===== src/rtl/lbus_pkg.sv =====
package lbus_pkg;

  typedef enum logic [1:0] {
    SZ_BYTE  = 2'd0,
    SZ_HALF  = 2'd1,
    SZ_WORD  = 2'd2,
    SZ_DWORD = 2'd3
  } lb_size_e;

  typedef enum logic [1:0] {
    K_SINGLE = 2'd0,
    K_BLOCK  = 2'd1,
    K_ATOMIC = 2'd2,
    K_RSVD   = 2'd3
  } lb_kind_e;

  typedef enum logic [1:0] {
    ST_IDLE = 2'd0,
    ST_ADDR = 2'd1,
    ST_GAP  = 2'd2,
    ST_DATA = 2'd3
  } lb_state_e;

endpackage


===== src/rtl/lbus_align_chk.sv =====
module lbus_align_chk
  import lbus_pkg::*;
#(
  parameter int AW = 32
) (
  input  logic [AW-1:0] addr_i,
  input  lb_size_e      size_i,
  input  lb_kind_e      kind_i,
  output logic          ok_o
);

  logic size_ok;

  always_comb begin
    unique case (size_i)
      SZ_BYTE:  size_ok = 1'b1;
      SZ_HALF:  size_ok = (addr_i[0] == 1'b0);
      SZ_WORD:  size_ok = (addr_i[1:0] == 2'b00);
      default:  size_ok = (addr_i[2:0] == 3'b000);
    endcase
  end

  always_comb begin
    unique case (kind_i)
      K_BLOCK: ok_o = (addr_i[2:0] == 3'b000);
      K_RSVD:  ok_o = 1'b0;
      default: ok_o = size_ok;
    endcase
  end

endmodule


===== src/rtl/lbus_beat_ctr.sv =====
module lbus_beat_ctr #(
  parameter int AW         = 32,
  parameter int BEAT_BYTES = 8,
  parameter int CW         = 2
) (
  input  logic          clk,
  input  logic          rst,
  input  logic          load_i,
  input  logic [AW-1:0] base_i,
  input  logic [CW-1:0] last_idx_i,
  input  logic          step_i,
  output logic [AW-1:0] addr_o,
  output logic          last_o
);

  localparam logic [AW-1:0] STRIDE = AW'(BEAT_BYTES);

  logic [CW-1:0] left_q;
  logic [AW-1:0] addr_q;

  always_ff @(posedge clk) begin
    if (rst) begin
      left_q <= '0;
      addr_q <= '0;
    end else if (load_i) begin
      left_q <= last_idx_i;
      addr_q <= base_i;
    end else if (step_i && (left_q != '0)) begin
      left_q <= left_q - 1'b1;
      addr_q <= addr_q + STRIDE;
    end
  end

  assign addr_o = addr_q;
  assign last_o = (left_q == '0);

  // a new burst is only loaded once the previous one has run out
  a_r3_load_when_drained: assert property (@(posedge clk) disable iff (rst)
    load_i |-> last_o);

endmodule


===== src/rtl/lbus_lock_ctl.sv =====
module lbus_lock_ctl (
  input  logic clk,
  input  logic rst,
  input  logic set_i,
  input  logic clr_i,
  output logic lock_o
);

  logic lock_q;

  always_ff @(posedge clk) begin
    if (rst)        lock_q <= 1'b0;
    else if (set_i) lock_q <= 1'b1;
    else if (clr_i) lock_q <= 1'b0;
  end

  assign lock_o = lock_q;

  // taking and releasing the lock never coincide
  a_r6_set_clr_apart: assert property (@(posedge clk) disable iff (rst)
    !(set_i && clr_i));

  // a release only happens while the lock is held
  a_r6_clr_only_held: assert property (@(posedge clk) disable iff (rst)
    clr_i |-> lock_o);

endmodule


===== src/rtl/lbus_xfer_seq.sv =====
module lbus_xfer_seq
  import lbus_pkg::*;
#(
  parameter int AW         = 32,
  parameter int DW         = 64,
  parameter int BEAT_BYTES = 8,
  parameter int BLK_SHORT  = 2,
  parameter int BLK_LONG   = 4
) (
  input  logic          clk,
  input  logic          rst,
  input  logic          req_valid,
  output logic          req_ready,
  input  logic [AW-1:0] req_addr,
  input  logic [1:0]    req_size,
  input  logic [1:0]    req_kind,
  input  logic          req_write,
  input  logic          req_blk4,
  input  logic [DW-1:0] req_wdata,
  output logic          bus_req,
  output logic          bus_dphase,
  output logic [AW-1:0] bus_addr,
  output logic [1:0]    bus_size,
  output logic          bus_write,
  output logic [DW-1:0] bus_wdata,
  output logic          bus_lock,
  input  logic          bus_rdy,
  input  logic [DW-1:0] bus_rdata,
  output logic          rsp_done,
  output logic          rsp_err,
  output logic [DW-1:0] rsp_rdata,
  output logic          rsp_beat_valid,
  output logic [DW-1:0] rsp_beat_data
);

  localparam int CW = (BLK_LONG > 1) ? $clog2(BLK_LONG) : 1;
  localparam logic [CW-1:0] IDX_SHORT = CW'(BLK_SHORT - 1);
  localparam logic [CW-1:0] IDX_LONG  = CW'(BLK_LONG - 1);

  lb_state_e st_q;
  lb_size_e  c_size_q;
  lb_kind_e  c_kind_q;
  logic      c_write_q;
  logic      c_half_q;
  logic [DW-1:0] c_wdata_q;
  logic [DW-1:0] c_rdata_q;

  logic          done_q, err_q, bv_q;
  logic [DW-1:0] rdata_q, bd_q;

  lb_size_e rq_size;
  lb_kind_e rq_kind;
  assign rq_size = lb_size_e'(req_size);
  assign rq_kind = lb_kind_e'(req_kind);

  logic align_ok;
  logic acc, start;
  logic beat_fire, bc_last, atomic_turn, fin;
  logic eff_write;
  logic [AW-1:0] bc_addr;
  logic [CW-1:0] load_idx;
  logic lock_set, lock_clr, lock_q;

  lbus_align_chk #(.AW(AW)) u_align (
    .addr_i (req_addr),
    .size_i (rq_size),
    .kind_i (rq_kind),
    .ok_o   (align_ok)
  );

  assign acc   = req_valid && (st_q == ST_IDLE);
  assign start = acc && align_ok;

  assign load_idx = (rq_kind == K_BLOCK) ? (req_blk4 ? IDX_LONG : IDX_SHORT) : '0;

  assign beat_fire   = (st_q == ST_DATA) && bus_rdy;
  assign atomic_turn = beat_fire && bc_last && (c_kind_q == K_ATOMIC) && !c_half_q;
  assign fin         = beat_fire && bc_last && !atomic_turn;

  lbus_beat_ctr #(.AW(AW), .BEAT_BYTES(BEAT_BYTES), .CW(CW)) u_beats (
    .clk        (clk),
    .rst        (rst),
    .load_i     (start),
    .base_i     (req_addr),
    .last_idx_i (load_idx),
    .step_i     (beat_fire),
    .addr_o     (bc_addr),
    .last_o     (bc_last)
  );

  assign lock_set = start && (rq_kind == K_ATOMIC);
  assign lock_clr = fin && (c_kind_q == K_ATOMIC);

  lbus_lock_ctl u_lock (
    .clk    (clk),
    .rst    (rst),
    .set_i  (lock_set),
    .clr_i  (lock_clr),
    .lock_o (lock_q)
  );

  always_comb begin
    unique case (c_kind_q)
      K_SINGLE: eff_write = c_write_q;
      K_ATOMIC: eff_write = c_half_q;
      default:  eff_write = 1'b0;
    endcase
  end

  always_ff @(posedge clk) begin
    if (rst) begin
      st_q      <= ST_IDLE;
      c_size_q  <= SZ_BYTE;
      c_kind_q  <= K_SINGLE;
      c_write_q <= 1'b0;
      c_half_q  <= 1'b0;
      c_wdata_q <= '0;
      c_rdata_q <= '0;
      done_q    <= 1'b0;
      err_q     <= 1'b0;
      rdata_q   <= '0;
      bv_q      <= 1'b0;
      bd_q      <= '0;
    end else begin
      done_q <= 1'b0;
      err_q  <= 1'b0;
      bv_q   <= 1'b0;
      unique case (st_q)
        ST_IDLE: begin
          if (acc) begin
            if (align_ok) begin
              st_q      <= ST_ADDR;
              c_size_q  <= rq_size;
              c_kind_q  <= rq_kind;
              c_write_q <= req_write;
              c_half_q  <= 1'b0;
              c_wdata_q <= req_wdata;
              c_rdata_q <= '0;
            end else begin
              done_q  <= 1'b1;
              err_q   <= 1'b1;
              rdata_q <= '0;
            end
          end
        end
        ST_ADDR: st_q <= ST_GAP;
        ST_GAP:  st_q <= ST_DATA;
        default: begin
          if (beat_fire) begin
            if (!eff_write) begin
              bv_q      <= 1'b1;
              bd_q      <= bus_rdata;
              c_rdata_q <= bus_rdata;
            end
            if (atomic_turn) begin
              c_half_q <= 1'b1;
              st_q     <= ST_ADDR;
            end else if (fin) begin
              st_q    <= ST_IDLE;
              done_q  <= 1'b1;
              rdata_q <= eff_write ? c_rdata_q : bus_rdata;
            end
          end
        end
      endcase
    end
  end

  assign req_ready      = (st_q == ST_IDLE);
  assign bus_req        = (st_q == ST_ADDR);
  assign bus_dphase     = (st_q == ST_DATA);
  assign bus_addr       = (st_q != ST_IDLE) ? bc_addr : '0;
  assign bus_size       = (st_q == ST_IDLE) ? 2'd0 :
                          (c_kind_q == K_BLOCK) ? SZ_DWORD : c_size_q;
  assign bus_write      = (st_q != ST_IDLE) && eff_write;
  assign bus_wdata      = bus_write ? c_wdata_q : '0;
  assign bus_lock       = lock_q;
  assign rsp_done       = done_q;
  assign rsp_err        = err_q;
  assign rsp_rdata      = rdata_q;
  assign rsp_beat_valid = bv_q;
  assign rsp_beat_data  = bd_q;

  // the address phase lasts one cycle and is followed by a released cycle
  a_r2_release_after_req: assert property (@(posedge clk) disable iff (rst)
    bus_req |=> (!bus_req && !bus_dphase));

  // the data phase opens right after the release cycle
  a_r2_data_after_gap: assert property (@(posedge clk) disable iff (rst)
    bus_req |=> ##1 bus_dphase);

  // a stalled beat holds its address, direction and data
  a_r7_stall_hold: assert property (@(posedge clk) disable iff (rst)
    (bus_dphase && !bus_rdy) |=>
      (bus_dphase && $stable(bus_addr) && $stable(bus_write) && $stable(bus_wdata)));

  // an error completion comes with no bus activity around it
  a_r5_err_silent: assert property (@(posedge clk) disable iff (rst)
    rsp_err |-> (rsp_done && !bus_req && !bus_dphase && $past(!bus_req && !bus_dphase)));

  // the lock is only ever held for atomic pairs
  a_r6_lock_atomic_only: assert property (@(posedge clk) disable iff (rst)
    bus_lock |-> (c_kind_q == K_ATOMIC));

  // the lock is already released when done is reported
  a_r6_free_at_done: assert property (@(posedge clk) disable iff (rst)
    rsp_done |-> !bus_lock);

  // no bus phase is running while a new request can be taken
  a_r1_ready_quiet: assert property (@(posedge clk) disable iff (rst)
    req_ready |-> (!bus_req && !bus_dphase));

  // read-beat pulses only follow a completed data beat
  a_r9_beat_follows: assert property (@(posedge clk) disable iff (rst)
    rsp_beat_valid |-> $past(bus_dphase && bus_rdy && !bus_write));

endmodule


===== config.mk =====
export PLATFORM = sky130hd
export DESIGN_NAME = lbus_xfer_seq
export DESIGN_NICKNAME = d
export VERILOG_FILES = /design/src/rtl/lbus_pkg.sv /design/src/rtl/lbus_align_chk.sv /design/src/rtl/lbus_beat_ctr.sv /design/src/rtl/lbus_lock_ctl.sv /design/src/rtl/lbus_xfer_seq.sv
export SDC_FILE = /design/constraint.sdc
export NUM_CORES = 1
export LEC_CHECK = 0
export BUFFER_PORTS_ARGS = -buffer_cell sky130_fd_sc_hd__buf_4
export CORE_MARGIN = 2
export CORE_UTILIZATION = 51
export CTS_CLUSTER_DIAMETER = 200
export DETAILED_ROUTE_END_ITERATION = 10
export GPL_TIMING_DRIVEN = 0
export PLACE_DENSITY = 0.81
export SYNTH_ARGS = -nofsm -noshare
export SYNTH_HDL_FRONTEND = slang
export SYNTH_SLANG_ARGS = --single-unit
export TNS_END_PERCENT = 20

===== constraint.sdc =====
create_clock -name clk -period 2.3 [get_ports clk]
set_clock_uncertainty 0.05 [all_clocks]
set_input_delay 0.115 -clock clk [delete_from_list [all_inputs] [get_ports clk]]
set_output_delay 0.115 -clock clk [all_outputs]
set_load 0.02 [all_outputs]

==> results.py <==
metrics = {
    "finish": {
        "drive_gt1_share_pct": 27.5,
        "fin_util_pct": 80.1,
        "layout.nets": 2188,
        "flow.area_growth_from_synthesis_pct": 54.6,
        "instances_no_fill": 2355,
        "fillCellCount": 1403,
        "register_area_mm2": 0.00606,
        "multi_input_area_mm2": 0.00567,
    },
    "setup_path": {
        "cp-end-kind": "register",
        "required_ns": 2.68,
        "arrival_ns": 2.68,
        "endpoint": "c_rdata_q[51]",
        "reg2reg_from": "st_q[0]",
        "crit_type": "reg -> reg",
        "reg2reg_depth": 10,
        "critPathLaunchType": "register",
        "reg2reg_slack_ns": 0.003,
        "r2r_end": "c_rdata_q[51]",
        "crit_start": "st_q[0]",
        "crit_chain": "inv_1 > ha_4 > clkbuf_8 > a21oi_1 > nor2_2 > o211ai_1 > buf_4 > clkbuf_1 > a22oi_1 > nor2_1",
        "slowest_delay_ns": 0.42,
        "crit_slowest_cell": "clkbuf_1",
        "worstPathMaxFanout": 10,
    },
    "status": {
        "outcome": "complete, no violations",
    },
    "floorplan": {
        "coreArea_mm2": 0.0233,
        "die_x_um": 158,
        "die_area_mm2": 0.0249,
        "die_y_um": 158,
        "start_util_pct": 51.8,
        "ios": 404,
        "rows": 56,
    },
    "detailed_routing": {
        "vias": 13400,
        "wl_per_cell_um": 19.8,
        "routed_wl_um": 46600,
        "drc": 0,
        "ant_nets": 0,
        "dr.pass1.iters": 8,
        "vias_per_cell": 5.69,
        "first_iter_violations": 1083,
    },
    "synth": {
        "netlist_top_cells_area": "dfxtp_1, nand2_1, a21oi_1",
        "synthCells": 1393,
        "syn_avg_cell_area_um2": 8.67,
        "synth_compound_area_share_pct": 17.4,
        "synth_warnings": 0,
        "synth_seq_area_share_pct": 50.0,
        "synthSimpleGateAreaFrac_pct": 20.2,
        "synth_top_cell_by_area": "dfxtp_1",
        "synth_xor_area_share_pct": 2.10,
        "synth_top_area_share_pct": 50.0,
        "synth_seq_cells": 302,
        "synth_cell_type_count": 41,
        "synthMuxAreaShare_pct": 5.47,
        "synth_fa_ha_area_share_pct": 0.725,
        "syn_area_mm2": 0.0121,
        "syn_nets": 1570,
        "synth_top_family_by_area": "simple AND/OR/NAND/NOR gates",
    },
    "timing": {
        "setup_ws_ns": 0.00274,
        "fin_crit_sh_pct": 99.9,
        "tightest_slew_ns": 0.885,
        "hold_viol": 0,
        "slew_viol_final": 0,
        "fmax_mhz": 435,
        "setup_viol": 0,
        "slew_headroom_pct": 41.0,
        "rsz0062_at_grt": "yes",
        "holdWs_ns": 0.0447,
        "fin_tns_setup_ns": 0,
        "final.min_clock_period_ns": 2.30,
    },
    "grt": {
        "grt_max_degree": 15,
        "grt-ovfl-total": 0,
        "antenna_found_initial": 1,
        "grt_pass1_wl_um": 69700,
        "track_usage_pct": 35.3,
        "grt_pass1_vias": 13400,
    },
    "placement": {
        "io_buffers": 402,
        "dpl.hpwl_um": 29500,
        "place.gp.congestion": 0.925,
        "dp.cells": 2114,
        "pre_cts_slack_ns": -0.653,
    },
    "cts": {
        "clk_latency_ns": 0.50,
        "htree_levels": 2,
        "cts-buffers-inserted": 34,
        "cts_sinks": 302,
        "ctsRootBufferMaster": "clkbuf_16",
        "clockBufferDepth": 3,
        "clkTransAtPathRegs_ns": 0.06,
        "cts_tree": "yes",
    },
    "power": {
        "leakagePower_uw": 0.00806,
        "power.density_mw_per_mm2": 743,
        "peakVddDrop_v": 0.000643,
    },
    "hold_path": {
        "hold_class": "in -> reg",
    },
    "run": {
        "cap_violations": 0,
    },
}
-- critical path, delay by kind of cell (launching register included) --
kind	cells	cell delay (ns)
AND/OR/NAND/NOR	2	0.23
flip-flops	1	0.37
AO/OA/AOI/OAI	3	0.48
adder cells (fa/ha/maj)	1	0.19
buffers and inverters	4	0.89
-- metrics by stage --
stage,instance area [um^2],power (uW)
after detailed placement,15500,7840
after CTS,18500,13600
final,18700,13900
after global routing,18700,14300
after floorplan,12100,6900
after global placement,15500,7790
-- routing by layer --
layer | GRT usage (%) | share of wire [%] | vias to the layer above
li1 | - | - | 6064
met1 | 39.0 | 36 | 6349
met2 | 61.8 | 49 | 765
met3 | 8.40 | 8.6 | 211
met4 | 20.3 | 5.7 | 0
met5 | 0 | 0 | -
-- worst min path at each step --
stage | from | endpoint | slack, ns | cells past startpoint
4_1_cts | bus_rdy | rsp_beat_valid | 0.02 | 3
6_report | bus_rdy | rsp_beat_valid | 0.04 | 3
5_1_grt | bus_rdy | rsp_beat_valid | 0.09 | 3
2_1_floorplan | req_wdata[0] | c_wdata_q[0] | 0.20 | 2
3_3_place_gp | req_wdata[39] | c_wdata_q[39] | 0.31 | 3
3_5_place_dp | req_wdata[21] | c_wdata_q[21] | 0.32 | 3
-- cells in the mapped netlist, drive strengths merged --
library cell	n
a2111oi	1
a211o	1
a211oi	29
a21o	1
a21oi	144
a22oi	64
a311oi	1
and3	68
and4	1
buf	29
clkbuf	84
dfxtp	302
ha	7
inv	11
mux2i	66
nand2	287
nand2b	2
nand3	16
nand3b	1
nand4	14
nor2	108
nor2b	31
nor3	5
nor3b	1
nor4	9
o211ai	2
o21a	1
o21ai	7
o22ai	1
o2bb2ai	64
o41a	1
or2	1
or3	2
or4	2
xnor2	8
xor2	21
-- where the power goes --
part / internal, uW / switching (uW) / total, uW / leakage, uW
clock: 3270 / 2170 / 5450 / 0.000552
sequential: 5390 / 131 / 5520 / 0.00244
combinational: 1150 / 1760 / 2920 / 0.00506
total: 9820 / 4060 / 13900 / 0.00806
-- cell families (layout without fill, tap and decap cells) --
family / count (synthesis) / in the layout
other: 0 / 1
XOR/XNOR: 29 / 29
adder cells (fa/ha/maj): 7 / 7
AND/OR/NAND/NOR: 548 / 548
AO/OA/AOI/OAI: 317 / 317
buffers and inverters: 124 / 766
multiplexers: 66 / 66
flip-flops: 302 / 302
-- cell usage in the layout (no fill, tap or decap), types with 6 or more instances in the layout --
| cell | synthesis | routed |
|---|---|---|
| o21ai_0 | 7 | 6 |
| clkbuf_8 | 0 | 11 |
| nand4_1 | 14 | 14 |
| clkbuf_16 | 0 | 37 |
| clkbuf_1 | 84 | 54 |
| clkbuf_2 | 0 | 27 |
| buf_4 | 0 | 417 |
| and3_1 | 68 | 67 |
| nor2b_1 | 31 | 30 |
| clkbuf_4 | 0 | 6 |
| mux2i_1 | 66 | 65 |
| buf_2 | 23 | 25 |
| nand2_1 | 287 | 287 |
| dlygate4sd3_1 | 0 | 168 |
| a22oi_1 | 64 | 64 |
| xnor2_1 | 8 | 8 |
| dfxtp_1 | 302 | 298 |
| a21oi_1 | 143 | 143 |
| o2bb2ai_1 | 64 | 64 |
| nand3_1 | 16 | 15 |
| nor2_1 | 107 | 104 |
| a211oi_1 | 28 | 28 |
| inv_1 | 11 | 10 |
| xor2_1 | 21 | 21 |
-- registers in the layout (all words and copies together), names as in the netlist --
signal	count
c_half_q	1
c_size_q	2
rsp_beat_valid	1
u_beats.left_q	2
c_rdata_q	64
st_q	2
c_kind_q	2
u_beats.addr_o	32
c_write_q	1
c_wdata_q	64
rsp_rdata	64
rsp_done	1
rsp_beat_data	64
u_lock.lock_o	1
rsp_err	1
-- layout make-up --
class / count / area share (%)
flip-flops and latches: 302 / 32.4
multi-input cells: 967 / 30.4
repair buffers: 583 / 25.8
clock buffers: 54 / 5.67
plain buffers: 112 / 3.07
well taps: 319 / 2.14
clock inverters: 6 / 0.315
inverters: 11 / 0.234
diodes: 1 / 0.0134
-- what timing repair did --
action,in CTS,in global routing
endpoints found under the hold margin,298,0
hold buffers,168,0
pin swaps,4,4
gates resized for setup,49,82
setup buffers,9,4
setup endpoints to repair,363,338
Power figures use the tool's default switching activity.
